### src/rtl/oas_pkg.sv
`timescale 1ns/1ps
package oas_pkg;

  localparam int MODE_W = 3;

  typedef enum logic [2:0] {
    AM_IMP = 3'd0,
    AM_ABS = 3'd1,
    AM_ZPG = 3'd2,
    AM_REL = 3'd3,
    AM_IDX = 3'd4
  } amode_t;

  typedef enum logic [3:0] {
    ST_BOOT,
    ST_VLO,
    ST_VHI,
    ST_IDLE,
    ST_OPA,
    ST_OPB,
    ST_PTL,
    ST_PTH,
    ST_DONE
  } seq_st_t;

  typedef enum logic [2:0] {
    EA_HOLD,
    EA_NEXTPC,
    EA_ZPG,
    EA_REL,
    EA_WIDE
  } ea_sel_t;

  function automatic amode_t decode_mode(input logic [MODE_W-1:0] code);
    amode_t am;
    case (code)
      3'd1:    am = AM_ABS;
      3'd2:    am = AM_ZPG;
      3'd3:    am = AM_REL;
      3'd4:    am = AM_IDX;
      default: am = AM_IMP;
    endcase
    return am;
  endfunction

endpackage

### src/rtl/oas_rst_sync.sv
`timescale 1ns/1ps
module oas_rst_sync #(
  parameter int STAGES = 2
) (
  input  logic clk,
  input  logic rst_n,
  output logic rst_sync_n
);

  logic [STAGES-1:0] chain_q;
  logic [STAGES-1:0] chain_d;

  always_comb begin
    chain_d = {chain_q[STAGES-2:0], 1'b1};
  end

  always_ff @(posedge clk or negedge rst_n) begin
    if (!rst_n) chain_q <= '0;
    else        chain_q <= chain_d;
  end

  assign rst_sync_n = chain_q[STAGES-1];

endmodule

### src/rtl/oas_pc_unit.sv
`timescale 1ns/1ps
module oas_pc_unit #(
  parameter int AW = 16,
  parameter int DW = 8
) (
  input  logic          clk,
  input  logic          rst_n,
  input  logic          inc,
  input  logic          ld_lo,
  input  logic          ld_hi,
  input  logic [DW-1:0] din,
  output logic [AW-1:0] pc
);

  localparam int HW = AW - DW;
  localparam logic [AW-1:0] PC_ONE = 1;

  logic [AW-1:0] pc_q;
  logic [AW-1:0] pc_d;
  logic          pc_en;

  always_comb begin
    pc_d  = pc_q;
    pc_en = inc | ld_lo | ld_hi;
    if (inc)   pc_d = pc_q + PC_ONE;
    if (ld_lo) pc_d = {pc_q[AW-1:DW], din};
    if (ld_hi) pc_d = {din[HW-1:0], pc_q[DW-1:0]};
  end

  always_ff @(posedge clk or negedge rst_n) begin
    if (!rst_n)     pc_q <= '0;
    else if (pc_en) pc_q <= pc_d;
  end

  assign pc = pc_q;

  // each fetch moves the PC forward by exactly one
  a_r2_pc_step: assert property (@(posedge clk) disable iff (!rst_n)
    inc |=> pc == $past(pc) + PC_ONE);

  // vector loads and increments never coincide
  a_r1_pc_ctl_excl: assert property (@(posedge clk) disable iff (!rst_n)
    $onehot0({inc, ld_lo, ld_hi}));

  // a low-half load leaves the high half untouched
  a_r1_lo_keeps_hi: assert property (@(posedge clk) disable iff (!rst_n)
    ld_lo |=> pc[AW-1:DW] == $past(pc[AW-1:DW]));

endmodule

### src/rtl/oas_ea_unit.sv
`timescale 1ns/1ps
module oas_ea_unit
  import oas_pkg::*;
#(
  parameter int AW = 16,
  parameter int DW = 8
) (
  input  logic          clk,
  input  logic          rst_n,
  input  ea_sel_t       ea_sel,
  input  logic          opl_ld,
  input  logic          ptr_base_ld,
  input  logic          ptr_step,
  input  logic [DW-1:0] din,
  input  logic [DW-1:0] idx,
  input  logic [AW-1:0] pc,
  output logic [AW-1:0] ea,
  output logic [DW-1:0] ptr
);

  localparam int HW = AW - DW;
  localparam logic [AW-1:0] PC_ONE = 1;
  localparam logic [DW-1:0] B_ONE  = 1;

  logic [AW-1:0] ea_q, ea_d;
  logic [DW-1:0] opl_q, opl_d;
  logic [DW-1:0] ptr_q, ptr_d;
  logic          ea_en, ptr_en;
  logic [AW-1:0] pc_next;
  logic [AW-1:0] rel_off;

  always_comb begin
    pc_next = pc + PC_ONE;
    rel_off = {{HW{din[DW-1]}}, din};
  end

  // effective address next-state
  always_comb begin
    ea_en = 1'b1;
    ea_d  = ea_q;
    case (ea_sel)
      EA_NEXTPC: ea_d = pc_next;
      EA_ZPG:    ea_d = {{HW{1'b0}}, din};
      EA_REL:    ea_d = pc_next + rel_off;
      EA_WIDE:   ea_d = {din[HW-1:0], opl_q};
      default:   ea_en = 1'b0;
    endcase
  end

  // operand low-byte latch and page-zero pointer next-state
  always_comb begin
    opl_d  = opl_ld ? din : opl_q;
    ptr_en = ptr_base_ld | ptr_step;
    ptr_d  = ptr_q;
    if (ptr_base_ld)   ptr_d = din + idx;
    else if (ptr_step) ptr_d = ptr_q + B_ONE;
  end

  always_ff @(posedge clk or negedge rst_n) begin
    if (!rst_n)     ea_q <= '0;
    else if (ea_en) ea_q <= ea_d;
  end

  always_ff @(posedge clk or negedge rst_n) begin
    if (!rst_n)      opl_q <= '0;
    else if (opl_ld) opl_q <= opl_d;
  end

  always_ff @(posedge clk or negedge rst_n) begin
    if (!rst_n)      ptr_q <= '0;
    else if (ptr_en) ptr_q <= ptr_d;
  end

  assign ea  = ea_q;
  assign ptr = ptr_q;

  // a zero-page result has a clear high byte
  a_r4_zpg_high_zero: assert property (@(posedge clk) disable iff (!rst_n)
    (ea_sel == EA_ZPG) |=> ea[AW-1:DW] == '0);

  // pointer successor wraps inside page zero
  a_r6_ptr_wrap: assert property (@(posedge clk) disable iff (!rst_n)
    ptr_step |=> ptr == DW'($past(ptr) + B_ONE));

  // result holds when no new result is selected
  a_r8_ea_hold: assert property (@(posedge clk) disable iff (!rst_n)
    (ea_sel == EA_HOLD) |=> $stable(ea));

  // the pointer pair is base+X, then base+X+1
  a_r6_ptr_base: assert property (@(posedge clk) disable iff (!rst_n)
    ptr_base_ld |=> ptr == DW'($past(din) + $past(idx)));

endmodule

### src/rtl/oas_ctrl.sv
`timescale 1ns/1ps
module oas_ctrl
  import oas_pkg::*;
#(
  parameter int              AW       = 16,
  parameter int              DW       = 8,
  parameter logic [AW-1:0]   VEC_ADDR = 'hFFFC
) (
  input  logic              clk,
  input  logic              rst_n,
  input  logic              go,
  input  logic [MODE_W-1:0] mode,
  input  logic [AW-1:0]     pc,
  input  logic [DW-1:0]     ptr,
  output logic [AW-1:0]     mem_addr,
  output logic              mem_rd,
  output logic              done,
  output logic              pc_inc,
  output logic              pc_ld_lo,
  output logic              pc_ld_hi,
  output ea_sel_t           ea_sel,
  output logic              opl_ld,
  output logic              ptr_base_ld,
  output logic              ptr_step
);

  localparam int HW = AW - DW;
  localparam logic [AW-1:0] PC_ONE   = 1;
  localparam logic [AW-1:0] VEC_NEXT = VEC_ADDR + PC_ONE;

  seq_st_t st_q, st_d;
  amode_t  am_q, am_d;
  amode_t  am_in;
  logic    am_en;

  always_comb begin
    am_in = decode_mode(mode);
  end

  // next-state and outputs
  always_comb begin
    st_d        = st_q;
    am_d        = am_q;
    am_en       = 1'b0;
    mem_addr    = pc;
    mem_rd      = 1'b0;
    pc_inc      = 1'b0;
    pc_ld_lo    = 1'b0;
    pc_ld_hi    = 1'b0;
    ea_sel      = EA_HOLD;
    opl_ld      = 1'b0;
    ptr_base_ld = 1'b0;
    ptr_step    = 1'b0;
    case (st_q)
      ST_BOOT: st_d = ST_VLO;
      ST_VLO: begin
        mem_addr = VEC_ADDR;
        mem_rd   = 1'b1;
        pc_ld_lo = 1'b1;
        st_d     = ST_VHI;
      end
      ST_VHI: begin
        mem_addr = VEC_NEXT;
        mem_rd   = 1'b1;
        pc_ld_hi = 1'b1;
        st_d     = ST_IDLE;
      end
      ST_IDLE: begin
        if (go) begin
          mem_rd = 1'b1;
          pc_inc = 1'b1;
          am_en  = 1'b1;
          am_d   = am_in;
          if (am_in == AM_IMP) begin
            ea_sel = EA_NEXTPC;
            st_d   = ST_DONE;
          end else begin
            st_d   = ST_OPA;
          end
        end
      end
      ST_OPA: begin
        mem_rd = 1'b1;
        pc_inc = 1'b1;
        case (am_q)
          AM_ABS: begin
            opl_ld = 1'b1;
            st_d   = ST_OPB;
          end
          AM_ZPG: begin
            ea_sel = EA_ZPG;
            st_d   = ST_DONE;
          end
          AM_REL: begin
            ea_sel = EA_REL;
            st_d   = ST_DONE;
          end
          AM_IDX: begin
            ptr_base_ld = 1'b1;
            st_d        = ST_PTL;
          end
          default: st_d = ST_DONE;
        endcase
      end
      ST_OPB: begin
        mem_rd = 1'b1;
        pc_inc = 1'b1;
        ea_sel = EA_WIDE;
        st_d   = ST_DONE;
      end
      ST_PTL: begin
        mem_addr = {{HW{1'b0}}, ptr};
        mem_rd   = 1'b1;
        opl_ld   = 1'b1;
        ptr_step = 1'b1;
        st_d     = ST_PTH;
      end
      ST_PTH: begin
        mem_addr = {{HW{1'b0}}, ptr};
        mem_rd   = 1'b1;
        ea_sel   = EA_WIDE;
        st_d     = ST_DONE;
      end
      ST_DONE: st_d = ST_IDLE;
      default: st_d = ST_IDLE;
    endcase
  end

  always_ff @(posedge clk or negedge rst_n) begin
    if (!rst_n) st_q <= ST_BOOT;
    else        st_q <= st_d;
  end

  always_ff @(posedge clk or negedge rst_n) begin
    if (!rst_n)     am_q <= AM_IMP;
    else if (am_en) am_q <= am_d;
  end

  assign done = (st_q == ST_DONE);

  // done never lasts two cycles
  a_r8_done_single: assert property (@(posedge clk) disable iff (!rst_n)
    done |=> !done);

  // every result follows a memory read in the previous cycle
  a_r8_done_after_read: assert property (@(posedge clk) disable iff (!rst_n)
    done |-> $past(mem_rd));

  // the second absolute operand comes from the next address
  a_r3_abs_consecutive: assert property (@(posedge clk) disable iff (!rst_n)
    (st_q == ST_OPB) |-> mem_addr == $past(mem_addr) + PC_ONE);

  // the high vector read directly follows the low vector read
  a_r1_vec_pair: assert property (@(posedge clk) disable iff (!rst_n)
    (st_q == ST_VHI) |-> ($past(mem_rd) && $past(mem_addr) == VEC_ADDR));

  // the latched mode does not change while busy
  a_r9_mode_frozen: assert property (@(posedge clk) disable iff (!rst_n)
    (st_q != ST_IDLE && $past(st_q) != ST_IDLE) |-> $stable(am_q));

  // no read in idle without a request
  a_r10_idle_quiet: assert property (@(posedge clk) disable iff (!rst_n)
    (st_q == ST_IDLE && !go) |-> !mem_rd);

endmodule

### src/rtl/opnd_addr_seq.sv
`timescale 1ns/1ps
module opnd_addr_seq
  import oas_pkg::*;
#(
  parameter int            AW       = 16,
  parameter int            DW       = 8,
  parameter logic [AW-1:0] VEC_ADDR = 'hFFFC
) (
  input  logic              clk,
  input  logic              rst_n,
  input  logic              go,
  input  logic [MODE_W-1:0] mode,
  input  logic [DW-1:0]     idx_x,
  input  logic [DW-1:0]     rd_data,
  output logic [AW-1:0]     mem_addr,
  output logic              mem_rd,
  output logic [AW-1:0]     eff_addr,
  output logic              done
);

  logic          rst_s_n;
  logic [AW-1:0] pc;
  logic [DW-1:0] ptr;
  logic          pc_inc, pc_ld_lo, pc_ld_hi;
  ea_sel_t       ea_sel;
  logic          opl_ld, ptr_base_ld, ptr_step;

  oas_rst_sync #(.STAGES(2)) u_rst (
    .clk        (clk),
    .rst_n      (rst_n),
    .rst_sync_n (rst_s_n)
  );

  oas_ctrl #(.AW(AW), .DW(DW), .VEC_ADDR(VEC_ADDR)) u_ctrl (
    .clk         (clk),
    .rst_n       (rst_s_n),
    .go          (go),
    .mode        (mode),
    .pc          (pc),
    .ptr         (ptr),
    .mem_addr    (mem_addr),
    .mem_rd      (mem_rd),
    .done        (done),
    .pc_inc      (pc_inc),
    .pc_ld_lo    (pc_ld_lo),
    .pc_ld_hi    (pc_ld_hi),
    .ea_sel      (ea_sel),
    .opl_ld      (opl_ld),
    .ptr_base_ld (ptr_base_ld),
    .ptr_step    (ptr_step)
  );

  oas_pc_unit #(.AW(AW), .DW(DW)) u_pc (
    .clk   (clk),
    .rst_n (rst_s_n),
    .inc   (pc_inc),
    .ld_lo (pc_ld_lo),
    .ld_hi (pc_ld_hi),
    .din   (rd_data),
    .pc    (pc)
  );

  oas_ea_unit #(.AW(AW), .DW(DW)) u_ea (
    .clk         (clk),
    .rst_n       (rst_s_n),
    .ea_sel      (ea_sel),
    .opl_ld      (opl_ld),
    .ptr_base_ld (ptr_base_ld),
    .ptr_step    (ptr_step),
    .din         (rd_data),
    .idx         (idx_x),
    .pc          (pc),
    .ea          (eff_addr),
    .ptr         (ptr)
  );

endmodule

### config.mk
export PLATFORM = sky130hd
export DESIGN_NAME = opnd_addr_seq
export DESIGN_NICKNAME = d
export VERILOG_FILES = /design/src/rtl/oas_pkg.sv /design/src/rtl/oas_rst_sync.sv /design/src/rtl/oas_pc_unit.sv /design/src/rtl/oas_ea_unit.sv /design/src/rtl/oas_ctrl.sv /design/src/rtl/opnd_addr_seq.sv
export SDC_FILE = /design/constraint.sdc
export NUM_CORES = 1
export LEC_CHECK = 0
export BUFFER_PORTS_ARGS = -buffer_cell sky130_fd_sc_hd__buf_2
export CAP_MARGIN = 20
export CORE_UTILIZATION = 55
export CTS_CLUSTER_DIAMETER = 200
export CTS_CLUSTER_SIZE = 28
export DETAILED_ROUTE_END_ITERATION = 10
export PLACE_DENSITY = 0.76
export SLEW_MARGIN = 40
export SYNTH_ARGS = -nofsm -noshare
export SYNTH_HDL_FRONTEND = slang
export SYNTH_SLANG_ARGS = --single-unit
### constraint.sdc
create_clock -name clk -period 3 [get_ports clk]
set_clock_uncertainty 0.1 [all_clocks]
set_input_delay 0.6 -clock clk [delete_from_list [all_inputs] [get_ports clk]]
set_output_delay 0.6 -clock clk [all_outputs]
set_load 0.02 [all_outputs]
# Word level (Yosys, flattened, before mapping)
# Index checks and enable logic that the tools add are counted.
classes:
  addsub: 4
  eq_ne: 22
  mux: 28
  n_bitwise: 4
  reduce_logical: 16
ops:
  columns: ["op", "count"]
  rows:
  - ["one-hot mux 16 bit (4 select lines)", 1]
  - ["two-way mux 16 bit", 3]
  - ["one-hot mux 16 bit (3 select lines)", 1]
  - ["one-hot mux 4 bit (6 select lines)", 1]
  - ["== test 3 x 2 -> 1 bit (second input constant)", 6]
  - ["adder 16 x 1 -> 16 bit (second input constant)", 1]
  - ["adder 16 bit", 1]
  - ["== test 4 x 3 -> 1 bit (second input constant)", 4]
  - ["two-way mux 8 bit", 2]
  - ["one-hot mux 3 bit (4 select lines)", 1]
  - ["two-way mux 1 bit", 10]
  - ["== test 3 x 1 -> 1 bit (second input constant)", 3]
  - ["== test 3 bit (second input constant)", 3]
  - ["one-hot mux 3 bit (3 select lines)", 1]
  - ["AND reduction 3 bit", 3]
  - ["adder 8 x 1 -> 8 bit (second input constant)", 1]
  - ["adder 8 bit", 1]
  - ["== test 4 x 2 -> 1 bit (second input constant)", 2]
  - ["two-way mux 4 bit", 2]
  - ["one-hot mux 4 bit (2 select lines)", 1]
  - ["one-hot mux 1 bit (2 select lines)", 3]
  - ["nonzero test 2 bit", 3]
  - ["OR reduction 2 bit", 3]
  - ["OR reduction 6 bit", 1]
  - ["12 further kinds", 16]
word_totals:
  ff_bits: 57
  input_bits: 22
  output_inout_bits: 34
  wordCells: 82

# Depth between registers and ports, before layout
# Gate-level depths: netlist of run 1.
depth:
  depth_word: 10
  depth_mapped: 13

# By module
# A second synthesis of run 1 with hierarchy kept.
unflattened:
  hier_cells: 593
  area_unflattened_um2: 4913.5
by_module_without_submodules:
  columns: ["mod", "instances", "cells_per_inst", "area_per_inst_um2", "seq_area_each_um2"]
  rows:
  - ["oas_ea_unit", 1, 375, 3156.8, 800.8]
  - ["oas_pc_unit", 1, 108, 972.2, 400.4]
  - ["oas_ctrl", 1, 107, 730.7, 175.2]
  - ["oas_rst_sync", 1, 3, 53.8, 50.0]

# Least setup slack after synthesis of run 1
# Ideal clock, no wire load.
synth_path:
  path_type: "register to register"
  startpoint: "register u_pc.pc_q[0], in the netlist u_pc.pc[0]"
  endpoint: "register u_ea.ea_q[14], in the netlist u_ea.ea[14]"
  setup_ps: 132
  t_arrival_ps: 2718
  t_required_ps: 2768
  slack_ps: 50
  stages_incl_launch_ff: 13
  path_buffers: 1
  period_less_slack_ps: 2950
  cell_sequence: "dfrtp_1 -> ha_1 -> nand2_1 -> nor4_1 -> xnor2_1 -> inv_1 -> ha_1 -> clkbuf_1 -> nand2_1 -> or4b_1 -> nand3_1 -> mux2i_1 -> o211ai_1"
synth_via:
  elab_chain_len: 3
synth_rtl:
  columns: ["item", "line_no", "source"]
  rows:
  - ["start: declaration", "oas_pc_unit.sv:18", "logic [AW-1:0] pc_q;"]
  - ["start signal: assignment", "oas_pc_unit.sv:32", "else if (pc_en) pc_q <= pc_d;"]
  - ["adder 16 x 1 -> 16 bit (*)", "oas_ea_unit.sv:33", "pc_next = pc + PC_ONE;"]
  - ["adder 16 bit", "oas_ea_unit.sv:44", "EA_REL: ea_d = pc_next + rel_off;"]
  - ["one-hot mux 16 bit (4 select lines) (*)", "oas_ea_unit.sv:41", "case (ea_sel)"]
  - ["end signal: assignment", "oas_ea_unit.sv:60", "if (!rst_n) ea_q <= '0;"]
  - ["end signal: assignment", "oas_ea_unit.sv:61", "else if (ea_en) ea_q <= ea_d;"]
  - ["end: declaration", "oas_ea_unit.sv:25", "logic [AW-1:0] ea_q, ea_d;"]
# Mark *: on every way between the ends. The rest lies on a longest branch, timed or not.
# A chain may end at the register's enable or synchronous reset.

# Worst setup path in the final report of run 1
# Same ends and word-level chain as after synthesis.

==> results of run 1 <==
[timing repair]
action / in CTS / in global routing
hold buffers: 1 / 0
gates resized for setup: 0 / 18
setup endpoints to repair: 0 / 7
setup buffers: 0 / 1
endpoints found under the hold margin: 2 / 0
[report_power, final]
group          switching (uW)  total (uW)  internal, uW
Sequential                411        1550          1140
Clock                     343         683           340
Combinational            2270        3850          1580
[layer usage]
| metal | up-vias | share of wire, % | global-route usage [%] |
|---|---|---|---|
| li1 | 2061 | - | - |
| met3 | 36 | 7.4 | 7.621 |
| met1 | 2142 | 41 | 40.60 |
| met5 | - | 0 | 0 |
| met2 | 204 | 48 | 51.88 |
| met4 | 0 | 3.0 | 13.89 |
[kinds of logic (layout without fill, tap and decap cells)]
family          after synthesis  count (layout)  synth area share, %
mux                          13              13                3.205
xor+xnor                     40              40                7.941
compound gates              139             139                20.82
buf+inv                      46             120                4.367
flops                        57              57                32.33
simple gates                213             213                23.26
other cells                   1               1              0.08500
fa+ha+maj                    27              27                7.998
[final timing paths]
kind / to / slack, ns / cells after the start
worst max-delay path: u_ea.ea[14] / 0.05 / 11
worst min-delay path: u_ea.opl_q[7] / 0.13 / 0
worst max register to register: u_ea.ea[14] / 0.05 / 11
worst min register to register: u_ea.opl_q[7] / 0.13 / 0
max in group asynchronous: u_ea.ptr[1] / 1.79 / 1
min in group clk: u_rst.chain_q[1] / 0.26 / 0
[sequential cells by signal (all words and copies together), names as in the netlist]
register and flops:
u_ctrl.am_q 3, u_ctrl.st_q 4, u_ea.ea 16, u_ea.opl_q 8
u_ea.ptr 8, u_pc.pc 16, u_rst.chain_q 2
[critical path: stages, from the launching register on]
cell and delay, ns:
dfrtp_1 0.42, ha_4 0.20, nand2_2 0.13, nor2_4 0.05, and4_1 0.22, xor2_1 0.16
ha_1 0.39, nand4_1 0.17, or4b_1 0.56, nand3_1 0.13, mux2i_1 0.22, o211ai_1 0.10
[layout make-up]
class / instances / area, um2 / area share, %
Clock inverter: 5 / 30.03 / 0.5778
Timing Repair Buffer: 89 / 533.0 / 10.26
Tap cell: 102 / 127.6 / 2.455
Clock buffer: 11 / 151.4 / 2.913
Sequential cell: 57 / 1428 / 27.47
Multi-Input combinational cell: 433 / 2872 / 55.25
Inverter: 15 / 56.30 / 1.083
[cell usage after synthesis, types with 5 or more instances]
| library cell | instances |
|---|---|
| o211ai_1 | 6 |
| nor2b_1 | 8 |
| mux2_1 | 5 |
| nand2_1 | 85 |
| nand4_1 | 5 |
| clkbuf_1 | 19 |
| dfrtp_1 | 57 |
| buf_2 | 10 |
| a21oi_1 | 35 |
| xor2_1 | 13 |
| nand3_1 | 19 |
| inv_1 | 15 |
| o21ai_0 | 26 |
| a221oi_1 | 6 |
| a31oi_1 | 12 |
| ha_1 | 25 |
| xnor2_1 | 27 |
| nor2_1 | 56 |
[through the flow]
stage,cells,instance area [um2],setup TNS (ns)
floorplan,536,4412,0
global placement,694,4920,0
detailed placement,694,4922,0
CTS,711,5114,0
global route,712,5197,-0.1425
finish,712,5197,0
==> results.yml, run 1 <==
outcome:
  outcome: "completed"
final_layout:
  finish.utilization_pct: 67.26
  drive_gt1_share_pct: 22.30
  area_growth_pct: 17.81
  diodes: 0
  layout_common_cells: "nand2_1 (84), dfrtp_1 (56), buf_2 (55)"
  final_common_cell: "nand2_1"
  num-fill-cells: 671
  final_nets: 654
drt:
  drtIter0Drc: 375
  drt-total-wl_mm: 12.80
  ant_nets: 0
  drtPass1Iterations: 5
  num_vias: 4443
  wl_per_cell_um: 17.97
  drc_errors: 0
  via_per_inst: 6.240
setup_path:
  setup.worst_path.start: "u_pc.pc[0]"
  endpoint_kind: "register"
  worstPathRequired_ns: 3.13
  critPathMaxFanout: 6
  cp-start-kind: "register"
  crit_type: "reg2reg"
  arrival_ns: 3.08
  reg2reg_from: "u_pc.pc[0]"
timing:
  setup_viol: 0
  worst_pin_slew_ns: 0.7793
  finalCritPeriodShare_pct: 98.37
  min_period_ns: 2.951
  drv_slew: 0
  fmax_ghz: 0.3389
  hold-worst-slack_ns: 0.1337
  finalHoldViolCount: 0
  rsz0062_at_grt: "true"
  final.setup.worst_slack_ns: 0.04900
  slew_headroom_pct: 47.70
power_and_ir_drop:
  peakVddDrop_uv: 696.6
  leakagePower_uw: 0.002281
  p_per_area_nw_per_um2: 1171
  p_total_uw: 6085
yosys:
  yosysWarnings: 0
  synth-seq-area-share_pct: 32.33
  yosys_most_used_dff: "dfrtp_1"
  syn-num-nets: 585
  synthTopCellsByArea: "dfrtp_1 (32%), nand2_1 (7.2%), ha_1 (7.1%)"
  ys_ff_latch: 57
  ys_async_sr_fraction_pct: 100.0
  synth_top_cell_by_area: "dfrtp_1"
  synth.top_cell.area_share_pct: 32.33
  syn_area_um2: 4412
  syn_inst: 536
  avgSynthCellArea_um2: 8.231
  ys_types: 75
  synth_enable_flop_cells: 0
clock_tree:
  numCtsBuffers: 9
  clockBufferDepth: 2
  root_buffer: "clkbuf_8"
  cts_tree: "done"
  clk_latency_ns: 0.35
  cts.htree.levels: 3
  clk_pin_slew_ns: 0.08
  cts_sinks: 57
hold_path:
  hold_path.class: "reg2async"
global_routing:
  grt-ovfl-total: 0
  grt_max_degree: 35
  grt_pass1_vias: 4345
  grt_pass1_wl_mm: 20.87
  grtUsageTotal_pct: 32.02
  antenna_found_initial: 0
floorplan:
  rows: 32
  die-area_um2: 8383
  core_area_um2: 7727
  die_y_um: 91.56
  num_io_pins: 56
  die_x_um: 91.56
  start_util_pct: 57.09
place:
  gp_congestion: 0.9250
  dp_slack_ns: 0.01712
  portBuffers: 55
  hpwl_mm: 9.453
job:
  maxCapViolCount: 0
(Power assumes the default switching activity.)
==> run 2, diff against run 1 <==
--- a/config.mk
+++ b/config.mk
@@ -7,11 +7,12 @@
 export LEC_CHECK = 0
 export BUFFER_PORTS_ARGS = -buffer_cell sky130_fd_sc_hd__buf_2
 export CAP_MARGIN = 20
-export CORE_UTILIZATION = 55
+export CORE_ASPECT_RATIO = 0.5
+export CORE_UTILIZATION = 53
 export CTS_CLUSTER_DIAMETER = 200
 export CTS_CLUSTER_SIZE = 28
 export DETAILED_ROUTE_END_ITERATION = 10
-export PLACE_DENSITY = 0.76
+export PLACE_DENSITY = 0.77
 export SLEW_MARGIN = 40
 export SYNTH_ARGS = -nofsm -noshare
 export SYNTH_HDL_FRONTEND = slang
==> constraint.sdc (replaced) <==
create_clock -name clk -period 2.6 [get_ports clk]
set_clock_uncertainty 0.1 [all_clocks]
set_input_delay 0.52 -clock clk [delete_from_list [all_inputs] [get_ports clk]]
set_output_delay 0.52 -clock clk [all_outputs]
set_load 0.02 [all_outputs]
==> run 2 against run 1 <==
Worst setup slack got worse by 0.36 ns. Maximum frequency rose by 1.3%. Sequential power grew 16%. Via count rose by 14%. Highest routed layer unchanged. Combinational power increased by 58%. Routed wire length rose by 26%. Critical path type unchanged. First-iteration DRC count is 68% higher. Power up 50%. Hold slack gained 0.058 ns. Die area is 4.0% higher. Non-clock buffer count increased by 78. Global-route usage grew 3.0 points. The run now ends with setup timing left.
==> results.yml, run 2 (synthesis gave the netlist of run 1 again) <==
place:
  gp_congestion: 0.9802
  portBuffers: 55
  place_area_um2: 5441
  hpwl_mm: 10.14
timing:
  slew_headroom_pct: 48.34
  setup_viol: 9
  fmax_ghz: 0.3434
  finalHoldViolCount: 0
  min_period_ns: 2.912
  finalCritPeriodShare_pct: 112.0
  worst_pin_slew_ns: 0.7698
  final.setup.worst_slack_ns: -0.3121
  hold-worst-slack_ns: 0.1912
  rsz0062_at_grt: "true"
  drv_slew: 0
floorplan:
  start_util_pct: 54.95
  rows: 23
  die_y_um: 66.52
  die_x_um: 131.0
  core_area_um2: 8029
  num_io_pins: 56
  die-area_um2: 8715
power_and_ir_drop:
  p_seq_share_pct: 19.8
  leakagePower_uw: 0.002801
  switching_share_pct: 47.06
  p_clk_share_pct: 13.2
  power_switching_uw: 4283
  p_total_uw: 9102
  intPower_uw: 4819
  p_comb_share_pct: 67.0
  peakVddDrop_uv: 712.9
  p_per_area_nw_per_um2: 1454
final_layout:
  final_common_cell: "buf_4"
  final_nets: 732
  drive_gt1_share_pct: 36.92
  layout_common_cells: "buf_4 (108), nand2_1 (80), buf_2 (55)"
  area_growth_pct: 41.89
  diodes: 0
  stdcell_area_um2: 6260
  finish.utilization_pct: 77.96
drt:
  via_per_inst: 6.344
  num_vias: 5075
  drtPass1Iterations: 5
  ant_nets: 0
  wl_per_cell_um: 20.22
  drc_errors: 0
  drt-total-wl_mm: 16.17
  drtIter0Drc: 631
global_routing:
  grt_pass1_vias: 4395
  grt_max_degree: 31
  grt_pass1_wl_mm: 22.35
  grtUsageTotal_pct: 35.06
  grt-ovfl-total: 0
  antenna_found_initial: 0
setup_path:
  cp-start-kind: "register"
  critPathMaxFanout: 5
  endpoint_kind: "register"
  crit_type: "reg2reg"
  worstPathRequired_ns: 2.71
  arrival_ns: 3.02
clock_tree:
  clk_latency_ns: 0.34
  clockBufferDepth: 2
  numCtsBuffers: 9
  cts.htree.levels: 3
  cts_sinks: 57
  clk_pin_slew_ns: 0.06
  cts_tree: "done"
  root_buffer: "clkbuf_16"
outcome:
  outcome: "finished with violations"
  violations: "setup timing"
hold_path:
  hold_path.class: "reg2async"
job:
  maxCapViolCount: 0
==> run 2: routing by layer <==
metal	vias up	GRT usage, %	wire length, um
met3	92	11.89	1643
met2	371	53.24	7087
li1	2220	-	-
met4	0	13.51	831
met1	2392	45.98	6609
met5	-	0	0
==> run 2: through the flow <==
step           std cells  setup TNS [ns]  setup slack [ns]
2_1_floorplan        536         -0.3325           -0.1329
3_3_place_gp         765         -0.9091           -0.1710
3_5_place_dp         765          -1.344           -0.2478
4_1_cts              789         -0.5328           -0.1103
5_1_grt              800          -1.896           -0.3418
6_report             800          -1.346           -0.3121
==> run 2: path summary, 6_finish.rpt <==
kind	from	end	slack, ns	depth (start not counted)
setup / recovery	u_pc.pc[0]	u_ea.ea[15]	-0.31	12
hold / removal	u_rst.chain_q[1]	u_ea.ptr[0]	0.19	0
setup reg to reg	u_pc.pc[0]	u_ea.ea[15]	-0.31	12
hold reg to reg	u_rst.chain_q[1]	u_ea.ptr[0]	0.19	0
max in group asynchronous	u_rst.chain_q[1]	u_ea.ea[10]	1.61	1
min in group clk	u_rst.chain_q[0]	u_rst.chain_q[1]	0.25	0
==> run 2: area by class of cell <==
class / count / area [um2]
multi-input combinational: 433 / 3177
fill: 493 / 1769
sequential: 57 / 1434
timing repair buffer: 167 / 1156
clock buffer: 10 / 239.0
tap: 112 / 140.1
clock inverter: 6 / 57.56
inverter: 15 / 56.30
==> run 2: power by group through the flow <==
stage	sequential, uW	clock [uW]	combinational, uW
after floorplan	1790	0	3100
after global placement	1730	0	4920
after detailed placement	1750	0	5020
after CTS	1740	1200	5340
after global routing	1840	1240	6480
final	1800	1200	6100
==> run 2: critical path: stages, from the launching register on <==
cell and delay, ns:
dfrtp_2 0.43, ha_4 0.21, nand2_4 0.08, nor2_4 0.11
nand2_1 0.09, xnor2_1 0.25, ha_1 0.35, a21oi_1 0.22
o21ai_2 0.09, o31ai_2 0.30, nand3_1 0.16, a32oi_1 0.23
o311ai_1 0.14
==> run 2: repair_timing <==
action	CTS	global route
pin swaps	15	21
hold endpoints to repair	2	0
hold buffers	1	0
buffers inserted	7	11
endpoints found under the setup margin	16	19
resized for setup	29	34
gates cloned	0	0
==> run 3, diff against run 2 <==
--- a/config.mk
+++ b/config.mk
@@ -8,11 +8,12 @@
 export BUFFER_PORTS_ARGS = -buffer_cell sky130_fd_sc_hd__buf_2
 export CAP_MARGIN = 20
 export CORE_ASPECT_RATIO = 0.5
-export CORE_UTILIZATION = 53
+export CORE_UTILIZATION = 55
+export CTS_BUF_LIST = sky130_fd_sc_hd__clkbuf_8
 export CTS_CLUSTER_DIAMETER = 200
 export CTS_CLUSTER_SIZE = 28
 export DETAILED_ROUTE_END_ITERATION = 10
-export PLACE_DENSITY = 0.77
+export PLACE_DENSITY = 0.79
 export SLEW_MARGIN = 40
 export SYNTH_ARGS = -nofsm -noshare
 export SYNTH_HDL_FRONTEND = slang
==> run 3 against run 2 <==
Critical path depth fell by 2. Maximum frequency rose by 4.6%. The run still ends with setup timing left. Largest cell class unchanged. Sequential share of layout area rose by 0.71 points.
==> results.yml, run 3 (synthesis gave the netlist of run 1 again) <==
floorplan:
  die_x_um: 128.7
  num_io_pins: 56
  die-area_um2: 8405
  rows: 22
  start_util_pct: 58.49
  core_area_um2: 7542
  die_y_um: 65.33
setup_path:
  arrival_ns: 2.96
  crit_type: "reg2reg"
  endpoint_kind: "register"
  cp-start-kind: "register"
  worstPathRequired_ns: 2.77
  critPathMaxFanout: 8
timing:
  rsz0062_at_grt: "true"
  setup_viol: 9
  finalHoldViolCount: 0
  worst_pin_slew_ns: 0.7487
  hold-worst-slack_ns: 0.2197
  finalCritPeriodShare_pct: 107.1
  min_period_ns: 2.785
  fmax_ghz: 0.3591
  final.setup.worst_slack_ns: -0.1851
  slew_headroom_pct: 49.75
  drv_slew: 0
clock_tree:
  clockBufferDepth: 2
  numCtsBuffers: 9
  clk_latency_ns: 0.36
  clk_pin_slew_ns: 0.08
  root_buffer: "clkbuf_8"
  cts_sinks: 57
  cts.htree.levels: 3
  cts_tree: "done"
global_routing:
  grt_pass1_wl_mm: 21.65
  grtUsageTotal_pct: 34.57
  antenna_found_initial: 0
  grt-ovfl-total: 0
  grt_max_degree: 30
  grt_pass1_vias: 4223
place:
  portBuffers: 55
  place_area_um2: 5414
  dp_slack_ns: -0.2410
  gp_congestion: 0.9552
  hpwl_mm: 10.01
drt:
  drtPass1Iterations: 7
  wl_per_cell_um: 19.63
  drt-total-wl_mm: 15.43
  drc_errors: 0
  drtIter0Drc: 684
  num_vias: 4913
  via_per_inst: 6.251
  ant_nets: 0
final_layout:
  final_common_cell: "buf_4"
  area_growth_pct: 37.86
  layout_common_cells: "buf_4 (99), nand2_1 (82), buf_2 (55)"
  num-fill-cells: 466
  stdcell_area_um2: 6082
  final_nets: 722
  drive_gt1_share_pct: 36.43
  diodes: 0
outcome:
  violations: "setup timing"
  outcome: "finished with violations"
power_and_ir_drop:
  leakagePower_uw: 0.002725
  peakVddDrop_uv: 741.7
  p_per_area_nw_per_um2: 1399
hold_path:
  hold_path.class: "reg2async"
job:
  maxCapViolCount: 0
run 3: path summary, 6_finish.rpt:
kind	from	endpoint	slack, ns	depth (start not counted)
setup reg to reg	u_pc.pc[8]	u_ea.ea[10]	-0.19	10
hold reg to reg	u_rst.chain_q[1]	u_pc.pc[9]	0.22	0
max in group asynchronous	u_rst.chain_q[1]	u_ea.ea[7]	1.57	1
min in group clk	u_rst.chain_q[0]	u_rst.chain_q[1]	0.26	0
hold / removal	u_rst.chain_q[1]	u_pc.pc[9]	0.22	0
setup / recovery	u_pc.pc[8]	u_ea.ea[10]	-0.19	10
run 3: per-stage QoR:
stage | util (%) | cells | total power, uW | setup TNS, ns
6_report | 80.64 | 786 | 8506 | -1.133
5_1_grt | 80.64 | 786 | 8958 | -1.705
4_1_cts | 76.69 | 780 | 7755 | -0.5154
3_5_place_dp | 71.78 | 758 | 6711 | -1.443
3_3_place_gp | 71.75 | 758 | 6602 | -0.9595
2_1_floorplan | - | 536 | 4894 | -0.3325
run 3: critical path, stage by stage (launching register included):
cell and delay (ns):
dfrtp_2 0.45, nand2_1 0.16, nor3_4 0.26, xor2_2 0.31
ha_4 0.28, a21oi_1 0.15, o21ai_0 0.17, buf_4 0.18
a21oi_1 0.16, or3b_1 0.36, a21oi_1 0.12
run 3: where the power goes:
group          switching, uW  internal, uW
logic                   3260          2630
clock network            374           444
registers                463          1330
total                   4100          4410
run 3: final cells by class:
| class | count | area (um2) | area share, % |
|---|---|---|---|
| Clock buffer | 13 | 178.9 | 2.942 |
| Clock inverter | 3 | 13.76 | 0.2263 |
| Inverter | 15 | 56.30 | 0.9257 |
| Multi-Input combinational cell | 433 | 3202 | 52.64 |
| Sequential cell | 57 | 1436 | 23.62 |
| Tap cell | 108 | 135.1 | 2.222 |
| Timing Repair Buffer | 157 | 1060 | 17.42 |
run 3: layer usage:
metal	track usage, %	share of wire (%)	vias up
met5	0	0	-
met4	7.206	3.3	0
met3	13.36	13	64
met2	51.22	43	347
met1	47.65	41	2308
li1	-	-	2194
run 3: repair_timing:
item / in CTS / in global routing
pin swaps: 13 / 21
resized for setup: 26 / 44
hold buffers: 1 / 0
buffers inserted: 5 / 6
hold endpoints to repair: 2 / 0
endpoints found under the setup margin: 16 / 21
